==> config.mk <==
export PLATFORM = sky130hd
export DESIGN_NAME = sram_lane_strobe
export DESIGN_NICKNAME = d
export VERILOG_FILES = /design/src/rtl/sram_ls_pkg.sv /design/src/rtl/sram_ls_decode.sv /design/src/rtl/sram_ls_fsm.sv /design/src/rtl/sram_ls_pins.sv /design/src/rtl/sram_lane_strobe.sv
export SDC_FILE = /design/constraint.sdc
export NUM_CORES = 1
export LEC_CHECK = 0
export BUFFER_PORTS_ARGS = -buffer_cell sky130_fd_sc_hd__buf_4
export CORE_MARGIN = 8
export CORE_UTILIZATION = 30
export CTS_CLUSTER_DIAMETER = 100
export DETAILED_ROUTE_END_ITERATION = 12
export PLACE_DENSITY = 0.58
export SLEW_MARGIN = 20
export SYNTH_ARGS = -nofsm -noshare
export SYNTH_HDL_FRONTEND = slang
export SYNTH_SLANG_ARGS = --single-unit
==> constraint.sdc <==
create_clock -name clk_i -period 1.5 [get_ports clk_i]
set_input_delay 0.15 -clock clk_i [delete_from_list [all_inputs] [get_ports clk_i]]
set_output_delay 0.15 -clock clk_i [all_outputs]
set_load 0.03 [all_outputs]
==> src/rtl/sram_ls_pkg.sv <==
package sram_ls_pkg;
  localparam int unsigned LANES = 4;

  typedef enum logic [1:0] {
    SZ_BYTE = 2'd0,
    SZ_HALF = 2'd1,
    SZ_WORD = 2'd2
  } xfer_size_e;

  typedef enum logic [1:0] {
    BW_8  = 2'd0,
    BW_16 = 2'd1,
    BW_32 = 2'd2
  } bank_width_e;

  typedef enum logic [2:0] {
    PH_IDLE,
    PH_SETUP,
    PH_STROBE,
    PH_HOLD,
    PH_REJECT
  } phase_e;
endpackage

==> src/rtl/sram_ls_decode.sv <==
module sram_ls_decode
  import sram_ls_pkg::*;
#(
  parameter int unsigned WADDR_W = 21,
  localparam int unsigned BADDR_W = WADDR_W + 2
) (
  input  logic [BADDR_W-1:0] addr_i,
  input  logic [1:0]         size_i,
  input  logic [1:0]         width_i,
  output logic [LANES-1:0]   lane_mask_o,
  output logic               reject_o,
  output logic [WADDR_W-1:0] waddr_o
);
  always_comb begin
    reject_o    = (size_i == 2'd3) || (width_i == 2'd3) || (size_i > width_i);
    lane_mask_o = '0;
    waddr_o     = addr_i[WADDR_W+1:2];
    unique case (width_i)
      BW_8: begin
        lane_mask_o = 4'b0001;
        waddr_o     = addr_i[WADDR_W-1:0];
      end
      BW_16: begin
        waddr_o = addr_i[WADDR_W:1];
        if (size_i == SZ_BYTE) lane_mask_o = addr_i[0] ? 4'b0010 : 4'b0001;
        else                   lane_mask_o = 4'b0011;
      end
      default: begin
        waddr_o = addr_i[WADDR_W+1:2];
        unique case (size_i)
          SZ_BYTE: lane_mask_o = 4'(4'b0001 << addr_i[1:0]);
          SZ_HALF: lane_mask_o = addr_i[1] ? 4'b1100 : 4'b0011;
          default: lane_mask_o = 4'b1111;
        endcase
      end
    endcase
  end
endmodule

==> src/rtl/sram_ls_fsm.sv <==
module sram_ls_fsm
  import sram_ls_pkg::*;
#(
  parameter int unsigned SETUP_CYC  = 1,
  parameter int unsigned STROBE_CYC = 1,
  parameter int unsigned HOLD_CYC   = 1,
  localparam int unsigned MAX_CYC =
    (SETUP_CYC > STROBE_CYC) ? ((SETUP_CYC > HOLD_CYC) ? SETUP_CYC : HOLD_CYC)
                             : ((STROBE_CYC > HOLD_CYC) ? STROBE_CYC : HOLD_CYC),
  localparam int unsigned CNT_W = ($clog2(MAX_CYC) < 1) ? 1 : $clog2(MAX_CYC)
) (
  input  logic   clk_i,
  input  logic   rst_ni,
  input  logic   req_i,
  input  logic   reject_i,
  output logic   accept_o,
  output phase_e phase_d_o,
  output logic   hold_last_d_o
);
  localparam logic [CNT_W-1:0] SETUP_LAST  = CNT_W'(SETUP_CYC - 1);
  localparam logic [CNT_W-1:0] STROBE_LAST = CNT_W'(STROBE_CYC - 1);
  localparam logic [CNT_W-1:0] HOLD_LAST   = CNT_W'(HOLD_CYC - 1);

  phase_e           phase_q, phase_d;
  logic [CNT_W-1:0] cnt_q, cnt_d;
  logic             last;

  always_comb begin
    unique case (phase_q)
      PH_SETUP:  last = (cnt_q == SETUP_LAST);
      PH_STROBE: last = (cnt_q == STROBE_LAST);
      PH_HOLD:   last = (cnt_q == HOLD_LAST);
      default:   last = 1'b1;
    endcase
  end

  assign accept_o = (phase_q == PH_IDLE) && req_i;

  always_comb begin
    phase_d = phase_q;
    cnt_d   = last ? '0 : cnt_q + 1'b1;
    unique case (phase_q)
      PH_IDLE: begin
        cnt_d = '0;
        if (req_i) phase_d = reject_i ? PH_REJECT : PH_SETUP;
      end
      PH_SETUP:  if (last) phase_d = PH_STROBE;
      PH_STROBE: if (last) phase_d = PH_HOLD;
      PH_HOLD:   if (last) phase_d = PH_IDLE;
      default:   phase_d = PH_IDLE;
    endcase
  end

  assign phase_d_o     = phase_d;
  assign hold_last_d_o = (phase_d == PH_HOLD) && (cnt_d == HOLD_LAST);

  always_ff @(posedge clk_i or negedge rst_ni) begin
    if (!rst_ni) begin
      phase_q <= PH_IDLE;
      cnt_q   <= '0;
    end else begin
      phase_q <= phase_d;
      cnt_q   <= cnt_d;
    end
  end
endmodule

==> src/rtl/sram_ls_pins.sv <==
module sram_ls_pins
  import sram_ls_pkg::*;
#(
  parameter int unsigned WADDR_W = 21
) (
  input  logic               clk_i,
  input  logic               rst_ni,
  input  phase_e             phase_d_i,
  input  logic               hold_last_d_i,
  input  logic               accept_i,
  input  logic               wr_i,
  input  logic               pol_i,
  input  logic [LANES-1:0]   mask_i,
  input  logic [WADDR_W-1:0] waddr_i,
  output logic               ready_o,
  output logic               done_o,
  output logic               err_o,
  output logic               cs_no,
  output logic               oe_no,
  output logic               we_no,
  output logic [LANES-1:0]   lane_no,
  output logic [WADDR_W-1:0] waddr_o
);
  logic             wr_q, pol_q;
  logic [LANES-1:0] mask_q;
  logic             cur_wr, cur_pol;
  logic [LANES-1:0] cur_mask;
  logic             strobe_d, active_d;

  // new request steers the first registered phase directly
  assign cur_wr   = accept_i ? wr_i   : wr_q;
  assign cur_pol  = accept_i ? pol_i  : pol_q;
  assign cur_mask = accept_i ? mask_i : mask_q;
  assign strobe_d = (phase_d_i == PH_STROBE);
  assign active_d = (phase_d_i == PH_SETUP) || strobe_d || (phase_d_i == PH_HOLD);

  always_ff @(posedge clk_i or negedge rst_ni) begin
    if (!rst_ni) begin
      wr_q    <= 1'b0;
      pol_q   <= 1'b0;
      mask_q  <= '0;
      waddr_o <= '0;
    end else if (accept_i) begin
      wr_q    <= wr_i;
      pol_q   <= pol_i;
      mask_q  <= mask_i;
      waddr_o <= waddr_i;
    end
  end

  always_ff @(posedge clk_i or negedge rst_ni) begin
    if (!rst_ni) begin
      ready_o <= 1'b1;
      done_o  <= 1'b0;
      err_o   <= 1'b0;
      cs_no   <= 1'b1;
      oe_no   <= 1'b1;
      we_no   <= 1'b1;
    end else begin
      ready_o <= (phase_d_i == PH_IDLE);
      done_o  <= hold_last_d_i || (phase_d_i == PH_REJECT);
      err_o   <= (phase_d_i == PH_REJECT);
      cs_no   <= ~active_d;
      oe_no   <= ~(strobe_d && !cur_wr);
      we_no   <= ~(strobe_d && cur_wr && cur_pol);
    end
  end

  for (genvar g = 0; g < LANES; g++) begin : g_lane
    always_ff @(posedge clk_i or negedge rst_ni) begin
      if (!rst_ni) lane_no[g] <= 1'b1;
      else         lane_no[g] <= ~(strobe_d && (cur_wr ? cur_mask[g] : cur_pol));
    end
  end
endmodule

==> src/rtl/sram_lane_strobe.sv <==
module sram_lane_strobe
  import sram_ls_pkg::*;
#(
  parameter int unsigned WADDR_W    = 21,
  parameter int unsigned SETUP_CYC  = 1,
  parameter int unsigned STROBE_CYC = 1,
  parameter int unsigned HOLD_CYC   = 1,
  localparam int unsigned BADDR_W   = WADDR_W + 2
) (
  input  logic               clk_i,
  input  logic               rst_ni,
  input  logic               req_i,
  input  logic               wr_i,
  input  logic [BADDR_W-1:0] addr_i,
  input  logic [1:0]         size_i,
  input  logic [1:0]         width_i,
  input  logic               lane_pol_i,
  output logic               ready_o,
  output logic               done_o,
  output logic               err_o,
  output logic               cs_no,
  output logic               oe_no,
  output logic               we_no,
  output logic [LANES-1:0]   lane_no,
  output logic [WADDR_W-1:0] waddr_o
);
  logic [LANES-1:0]   dec_mask;
  logic               dec_reject;
  logic [WADDR_W-1:0] dec_waddr;
  logic               accept;
  phase_e             phase_d;
  logic               hold_last_d;

  sram_ls_decode #(.WADDR_W(WADDR_W)) u_decode (
    .addr_i     (addr_i),
    .size_i     (size_i),
    .width_i    (width_i),
    .lane_mask_o(dec_mask),
    .reject_o   (dec_reject),
    .waddr_o    (dec_waddr)
  );

  sram_ls_fsm #(
    .SETUP_CYC (SETUP_CYC),
    .STROBE_CYC(STROBE_CYC),
    .HOLD_CYC  (HOLD_CYC)
  ) u_fsm (
    .clk_i        (clk_i),
    .rst_ni       (rst_ni),
    .req_i        (req_i),
    .reject_i     (dec_reject),
    .accept_o     (accept),
    .phase_d_o    (phase_d),
    .hold_last_d_o(hold_last_d)
  );

  sram_ls_pins #(.WADDR_W(WADDR_W)) u_pins (
    .clk_i        (clk_i),
    .rst_ni       (rst_ni),
    .phase_d_i    (phase_d),
    .hold_last_d_i(hold_last_d),
    .accept_i     (accept),
    .wr_i         (wr_i),
    .pol_i        (lane_pol_i),
    .mask_i       (dec_mask),
    .waddr_i      (dec_waddr),
    .ready_o      (ready_o),
    .done_o       (done_o),
    .err_o        (err_o),
    .cs_no        (cs_no),
    .oe_no        (oe_no),
    .we_no        (we_no),
    .lane_no      (lane_no),
    .waddr_o      (waddr_o)
  );
endmodule

## Word-level counts from Yosys, hierarchy flattened

Index checks and enable logic that the tools add are counted.

| storage, ports and cells | value |
|---|---|
| flip-flop bits (word level) | 41 |
| bits of input ports | 32 |
| output and inout port bits | 31 |

| cells by class | value |
|---|---|
| add/sub/neg operators | 1 |
| magnitude comparators | 1 |
| equality and inequality tests | 11 |
| shifts and indexed selects | 1 |
| multiplexer cells | 22 |
| bitwise logic cells | 9 |
| reductions and logical operators | 20 |

Operators by type and width:

| kind | count |
|---|---|
| one-hot mux 21 bit (2 select lines) | 1 |
| one-hot mux 4 bit (2 select lines) | 2 |
| 2-to-1 mux 3 bit | 5 |
| equality test 3 x 2 -> 1 bit, second input constant | 4 |
| 2-to-1 mux 4 bit | 3 |
| one-hot mux 3 bit (4 select lines) | 1 |
| logical AND 1 bit | 9 |
| 2-to-1 mux 1 bit | 9 |
| NOT 1 bit | 9 |
| equality test 3 x 1 -> 1 bit, second input constant | 2 |
| zero test 3 bit | 2 |
| logical OR 1 bit | 5 |
| equality test 2 x 1 -> 1 bit, second input constant | 2 |
| equality test 2 bit, second input constant | 2 |
| zero test 2 bit | 2 |
| left shift 1 x 2 -> 4 bit, first input constant | 1 |
| equality test 3 bit, second input constant | 1 |
| OR reduction 3 bit | 1 |
| > comparator 2 bit | 1 |
| 2-to-1 mux 2 bit | 1 |
| adder 1 bit, second input constant | 1 |
| zero test 1 bit | 1 |

## Longest topological paths before layout

Gate-level depths: netlist (run 1).

| logic depth | value |
|---|---|
| depth in word-level cells | 10 |
| mapped depth | 8 |

## By module

Synthesis (run 1) repeated with hierarchy kept, for this count alone.

| second synthesis, totals | value |
|---|---|
| cell total of the unflattened synthesis | 189 |
| area total of the unflattened synthesis | 2154.6 um2 |

By module, submodules not included:

| module | instances | cells an instance | area an instance (um2) | seq. area each (um2) |
|---|---|---|---|---|
| sram_ls_pins | 1 | 82 | 1382.6 | 935.9 |
| sram_ls_decode | 1 | 91 | 586.8 | 0.0 |
| sram_ls_fsm | 1 | 16 | 185.2 | 100.1 |

## Worst setup path after synthesis (run 1)

Ideal clock, no wire load.

| path | value |
|---|---|
| path type | input -> register |
| start point | in width_i[1] |
| end point | reg u_pins.done_o |
| setup time | 118 ps |
| arrival | 1644 ps |
| setup slack | -262 ps |
| stages on the path | 8 |
| path buffers | 2 |
| cell sequence | clkbuf_1 -> clkbuf_1 -> inv_1 -> ha_1 -> nor2b_1 -> o21ai_0 -> a21oi_1 -> a21o_1 |

| between the ends | value |
|---|---|
| cells in the longest elaborated chain, start to end | 9 |
| elaborated cells between the ends (all ways) | 11 |
| classes of those cells | 1 x order compare; 3 x eq/ne; 3 x mux; 4 x reduce/logical |

RTL lines:

| element | line | text |
|---|---|---|
| from (decl) | sram_lane_strobe.sv:16 | `input logic [1:0] width_i,` |
| equality test 2 bit | sram_ls_decode.sv:15 | `reject_o = (size_i == 2'd3) \|\| (width_i == 2'd3) \|\| (size_i > width_i);` |
| logical OR 1 bit | sram_ls_decode.sv:15 |  |
| logical OR 1 bit * | sram_ls_decode.sv:15 |  |
| 2-to-1 mux 3 bit * (2 in a row) | sram_ls_fsm.sv:45 | `if (req_i) phase_d = reject_i ? PH_REJECT : PH_SETUP;` |
| one-hot mux 3 bit (4 select lines) * | sram_ls_fsm.sv:42 | `unique case (phase_q)` |
| net phase_d[2] | sram_lane_strobe.sv:31 | `phase_e phase_d;` |
| equality test 3 x 2 -> 1 bit | sram_ls_fsm.sv:55 | `assign hold_last_d_o = (phase_d == PH_HOLD) && (cnt_d == HOLD_LAST);` |
| logical AND 1 bit | sram_ls_fsm.sv:55 |  |
| logical OR 1 bit * | sram_ls_pins.sv:61 | `done_o <= hold_last_d_i \|\| (phase_d_i == PH_REJECT);` |
| to (signal assigned) | sram_ls_pins.sv:61 |  |
| to (decl) | sram_ls_pins.sv:16 | `output logic done_o,` |

The timed path passes the listed nets; every way through them passes the cells marked *.
A chain may end at the register's enable or synchronous reset.

## Worst setup path after layout (run 1)

| path | value |
|---|---|
| start point | reg u_fsm.phase_q[0] |
| end point | reg u_pins.mask_q[1] |

| between the ends | value |
|---|---|
| cells in the longest elaborated chain, start to end | 3 |

RTL lines:

| element | line | text |
|---|---|---|
| from (decl) | sram_ls_fsm.sv:24 | `phase_e phase_q, phase_d;` |
| from (signal assigned) | sram_ls_fsm.sv:62 | `phase_q <= phase_d;` |
| zero test 3 bit | sram_ls_fsm.sv:37 | `assign accept_o = (phase_q == PH_IDLE) && req_i;` |
| logical AND 1 bit | sram_ls_fsm.sv:37 |  |
| 2-to-1 mux 4 bit | -- |  |
| net u_pins.cur_mask[1] | sram_ls_pins.sv:27 | `logic [LANES-1:0] cur_mask;` |
| to (signal assigned) | sram_ls_pins.sv:46 | `mask_q <= mask_i;` |
| to (decl) | sram_ls_pins.sv:25 | `logic [LANES-1:0] mask_q;` |

The timed path passes the listed nets, and every way through them passes these cells.

==> results.md, run 1 <==
- Die width: 100 um
- Met2 Usage GRT: 16.1%
- CP Launch Type: flip-flop
- Share of cells above drive strength 1: 31.9%
- Synth unique cells: 28
- Worst path cell trace: or4b_4 -> buf_4 -> o31ai_2
- Port Buffers: 62
- Vias in the first global route: 1836
- Crit path largest cell delay: 640 ps
- FF-to-FF path depth: 3
- Initial Util: 31.0%
- Leak: 1.38 nW
- Synth Net Count: 272
- Clock Tree Buf Depth: 2
- Pins over their slew limit: 0
- Grt ovf: 0
- Min-delay worst type: in -> reg
- Yosys top cell by area: dfrtp_1
- Complex-gate fraction of the synthesized area: 17.3%
- Post-Syn Area: 2120 um^2
- Synth Area in XOR/XNOR: 0.414%
- CTS Sinks: 41
- First-pass GRT wire length: 8860 um
- Met3 Use GR: 5.95%
- Die Y: 100 um
- Sequential fraction of the synthesis area: 48.9%
- Final setup fails: 0
- N_diodes: 0
- Slowest CP cell: or4b_4
- Post-synthesis mux area share: 9.93%
- Root Buffer: clkbuf_8
- Post-synthesis adder-cell area fraction: 1.18%
- Hold Slack: 65.4 ps
- Most frequent cells in the layout: buf_4 (70), nand2_1 (40), dfrtp_1 (33)
- VDD IR max: 0.602 mV
- Clk_skew: 6.78 ps
- RSZ-0062 raised after global routing: yes
- Max-Cap Viols: 0
- Final std cells w/o fill: 400
- Post-DP HPWL: 3960 um
- CTS tree: yes
- Power Density: 1840 nW/um^2
- Commonest non-fill, non-tap cell in the layout: buf_4
- Largest family of logic cells by synthesized area: simple AND/OR/NAND/NOR gates
- Routed wire length: 5250 um
- Crit Path Class: reg -> reg
- CP arrival: 1710 ps
- Antenna violations before repair: 0
- Number of cells on the worst hold path: 3
- Drt initial violations: 54
- Met1 Use GR: 13.8%
- DIE AREA: 10000 um^2
- Post-route ant nets: 0
- Synthesized area per cell: 8.90 um^2
- Cell family with most CP delay: simple AND/OR/NAND/NOR gates
- Largest net degree at the start of global routing: 43
- Area contributors post-synth: dfrtp_1 (39%), dfstp_2 (9.9%), mux2i_1 (9.9%)
- Drt first pass iters: 4
- Reg clk slew, reported paths: 80 ps
- GP Congestion: 0.780
- Final Hold Fails: 0
- Total of warnings raised by yosys: 0
- Core region area: 6830 um^2
- Via count: 1813
- Status: completed
- Area grow syn2layout: 35.3%
- Io pins: 63
- Aggregate negative setup slack: 0 ps
- All-Layer GR Usage: 11.0%
- CTS H-tree lvls: 2
- Rows: 30
- Synth Area in Simple Gates: 17.3%
- Seq cells post-synth: 41
- Tmin final: 1500 ps
- Least-Margin Pin Slew: 506 ps
- Critical path depth: 3
- CTS Buf Count: 5
- DRC viols: 0
- Final period utilization: 99.8%
- Critical Path Fanout Max: 7
- Crit path required time: 1710 ps
- F_max: 668 MHz
- CP endpoint kind: flip-flop
- Clk_lat worst skew: 300 ps
- Wirelength per Cell: 13.1 um
- Post-Syn Instances: 238
- Buf/Inv on CP: 1
- Placed Cells: 389
- Post-layout nets: 337
- DR vias/cell: 4.53
- Rel. slew slack: 66.3%
- Synth top area share: 39.0%
- GRT busiest layer: met2
[worst min-delay path, cell delays in order]
cell	delay (ps)
buf_4	90
nand2_1	40
nand2_1	50
[registers in the layout (all words and copies together) (netlist names)]
signal	count
u_pins.wr_q	1
u_pins.ready_o	1
u_pins.done_o	1
u_fsm.phase_q	3
u_fsm.cnt_q	1
u_pins.mask_q	4
u_pins.we_no	1
u_pins.oe_no	1
u_pins.cs_no	1
u_pins.err_o	1
u_pins.pol_q	1
u_pins.lane_no	4
u_pins.waddr_o	21
[kinds of logic (layout without fill, tap and decap cells)]
logic type / count (synthesis) / after routing
flip-flops: 41 / 41
XOR/XNOR: 1 / 1
buffers and inverters: 19 / 84
AO/OA/AOI/OAI: 67 / 67
AND/OR/NAND/NOR: 86 / 87
other: 1 / 1
adder cells (fa/ha/maj): 2 / 2
multiplexers: 21 / 21
[cells in the mapped netlist, drive strengths merged]
master and instances:
a21oi 30, dfrtp 33, nor4b 1, nand2b 2, a22oi 2, or2 1, inv 3, a2111oi 1
clkbuf 6, xnor2 1, nor2b 3, nor2 30, nor3 2, nand3 4, o21a 1, mux2i 21
dfstp 8, a21o 2, o31ai 1, or4b 1, buf 10, nand2 42, o21ai 30, conb 1
ha 2
[final timing paths]
kind | startpoint | to | slack [ps]
setup / recovery | u_fsm.phase_q[0] | u_pins.mask_q[1] | 3
setup reg to reg | u_fsm.phase_q[0] | u_pins.mask_q[1] | 3
hold reg to reg | u_pins.waddr_o[11] | u_pins.waddr_o[11] | 490
max in group asynchronous | rst_ni | u_pins.we_no | 770
hold / removal | lane_pol_i | u_pins.pol_q | 70
min in group asynchronous | rst_ni | u_pins.err_o | 370
[cell type report]
cell class,count,area [um^2]
fill,713,3970
sequential,41,1040
multi-input combinational,179,1010
timing repair buffer,73,576
tap,96,120
clock buffer,6,72.6
clock inverter,2,35.0
inverter,3,11.3
[per-stage QoR]
stage / cell area [um^2] / setup WS, ps / util, % / power (mW)
floorplan: 2140 / -28.8 / - / 3.45
global placement: 2720 / 27.4 / 39.8 / 4.35
detailed placement: 2720 / -20.3 / 39.8 / 4.38
CTS: 2850 / -5.95 / 41.6 / 5.30
global route: 2870 / -43.4 / 41.9 / 5.66
finish: 2870 / 3.28 / 41.9 / 5.28
[where the power goes]
group | switching [mW] | internal, mW
registers | 0.251 | 1.61
logic | 1.53 | 1.01
clock network | 0.381 | 0.494
total | 2.16 | 3.11
[layer usage]
metal,up-vias,wire length [um],share of wire (%)
met1,807,2370,45
met3,6,580,11
li1,937,-,-
met2,63,2250,43
met5,-,0,0
met4,0,46,0.88
[repair_timing]
item,in CTS,in global routing
pin swaps,0,0
endpoints found under the setup margin,11,30
hold endpoints to repair,33,0
hold buffers,1,0
resized for setup,5,12
setup buffers,0,1
gates cloned,1,0
No activity file was read; power rests on OpenSTA's default activity.
==> run 2: changes to the inputs <==
--- a/config.mk
+++ b/config.mk
@@ -11,6 +11,7 @@
 export CTS_CLUSTER_DIAMETER = 100
 export DETAILED_ROUTE_END_ITERATION = 12
 export PLACE_DENSITY = 0.58
+export REMOVE_ABC_BUFFERS = 1
 export SLEW_MARGIN = 20
 export SYNTH_ARGS = -nofsm -noshare
 export SYNTH_HDL_FRONTEND = slang
==> run 2 against run 1 <==
Worst hold slack improved by 4.0 ps; via count fell by 1.0%; global-route usage fell by 0.81 points; sequential power barely moved.
==> results.md, run 2 (same netlist as run 1, synthesis figures left out) <==
- Pins over their slew limit: 0
- Most flops, register: u_pins.waddr_o
- Post-layout nets: 342
- CTS tree: yes
- Final period utilization: 99.5%
- Drt initial violations: 39
- Die Y: 100 um
- Area grow syn2layout: 38.9%
- DR vias/cell: 4.43
- Vias in the first global route: 1767
- DRC viols: 0
- Reg clk slew, reported paths: 80 ps
- Share of cells above drive strength 1: 33.3%
- All-Layer GR Usage: 10.2%
- Max-Cap Viols: 0
- CP Launch Type: flip-flop
- Critical Path Fanout Max: 5
- N_diodes: 0
- Clk_skew: 7.43 ps
- CTS Sinks: 41
- Largest net degree at the start of global routing: 47
- Aggregate negative setup slack: 0 ps
- Port Buffers: 62
- Antenna violations before repair: 0
- Via count: 1794
- Largest regs: u_pins.waddr_o x21, u_pins.lane_no x4, u_pins.mask_q x4
- GP Congestion: 0.777
- Final Hold Fails: 0
- VDD IR max: 0.690 mV
- DIE AREA: 10000 um^2
- Root Buffer: clkbuf_8
- Status: completed
- Initial Util: 31.0%
- Die width: 100 um
- RSZ-0062 raised after global routing: yes
- Min-delay worst type: in -> reg
- Core region area: 6830 um^2
- Final setup fails: 0
- Tmin final: 1490 ps
- Crit Path Class: reg -> reg
- Io pins: 63
- First-pass GRT wire length: 8400 um
- Most frequent cells in the layout: buf_4 (74), nand2_1 (41), dfrtp_1 (33)
- Power Density: 1860 nW/um^2
- Drt first pass iters: 4
- CP arrival: 1700 ps
- Register-to-register setup slack: 7 ps
- Leak: 1.42 nW
- CTS Buf Count: 5
- Rows: 30
- Max FFs per register: 21
- Routed wire length: 5220 um
- Post-DP HPWL: 3860 um
- Core Util, Final: 43.1%
- Crit path required time: 1710 ps
- CP endpoint kind: flip-flop
- CTS H-tree lvls: 2
- Grt ovf: 0
- Commonest non-fill, non-tap cell in the layout: buf_4
- Clock Tree Buf Depth: 2
- Clk_lat worst skew: 290 ps
- F_max: 670 MHz
- Post-route ant nets: 0
- Wirelength per Cell: 12.9 um
==> run 2: per-stage QoR <==
step | power, mW | setup slack [ps] | instance area, um^2 | instances | hold WS [ps]
final | 5.48 | 7.43 | 2940 | 405 | 69.4
after global routing | 5.85 | -34.6 | 2940 | 405 | 80.4
after CTS | 5.39 | -0.126 | 2850 | 401 | 62.1
after detailed placement | 4.33 | -16.9 | 2700 | 392 | 161
after global placement | 4.29 | 18.9 | 2700 | 392 | 157
after floorplan | 3.30 | -189 | 2030 | 222 | -146
==> run 2: power breakdown <==
group / switching [mW] / leakage (nW) / total [mW] / internal, mW
logic: 1.54 / 0.853 / 2.59 / 1.05
registers: 0.259 / 0.497 / 1.87 / 1.61
clock network: 0.365 / 0.0681 / 1.03 / 0.661
total: 2.17 / 1.42 / 5.48 / 3.32
==> run 2: timing repair <==
action | CTS | global route
gates resized for setup | 1 | 20
endpoints found under the setup margin | 13 | 26
pin swaps | 1 | 2
gates cloned | 0 | 2
hold endpoints to repair | 33 | 0
hold buffers | 1 | 0
setup buffers | 0 | 2
==> run 2: worst max-delay path, cell delays in order, from the launching register on <==
cell and delay (ps):
dfrtp_1 400, or4b_4 620, buf_4 180, o31ai_2 220
==> run 2: cell type report <==
cell class,instances,area (um^2)
clock buffers,5,68.8
clock inverters,3,65.1
fillers,704,3890
inverters,3,11.3
multi-input cells,179,1020
flip-flops and latches,41,1040
well taps,96,120
repair buffers,78,622
==> run 2: path summary, 6_finish.rpt <==
| kind | startpoint | end | cells past startpoint |
|---|---|---|---|
| setup / recovery | u_fsm.phase_q[2] | u_pins.mask_q[1] | 3 |
| hold / removal | lane_pol_i | u_pins.pol_q | 3 |
| setup reg to reg | u_fsm.phase_q[2] | u_pins.mask_q[1] | 3 |
| hold reg to reg | u_pins.waddr_o[12] | u_pins.waddr_o[12] | 2 |
| max in group asynchronous | rst_ni | u_pins.ready_o | 2 |
| min in group asynchronous | rst_ni | u_pins.mask_q[1] | 2 |
==> run 2: routing by layer <==
metal | global-route usage, % | wire (um)
met1 | 11.5 | 2350
met2 | 17.8 | 2500
met3 | 3.88 | 304
met4 | 2.44 | 64
met5 | 0 | 0
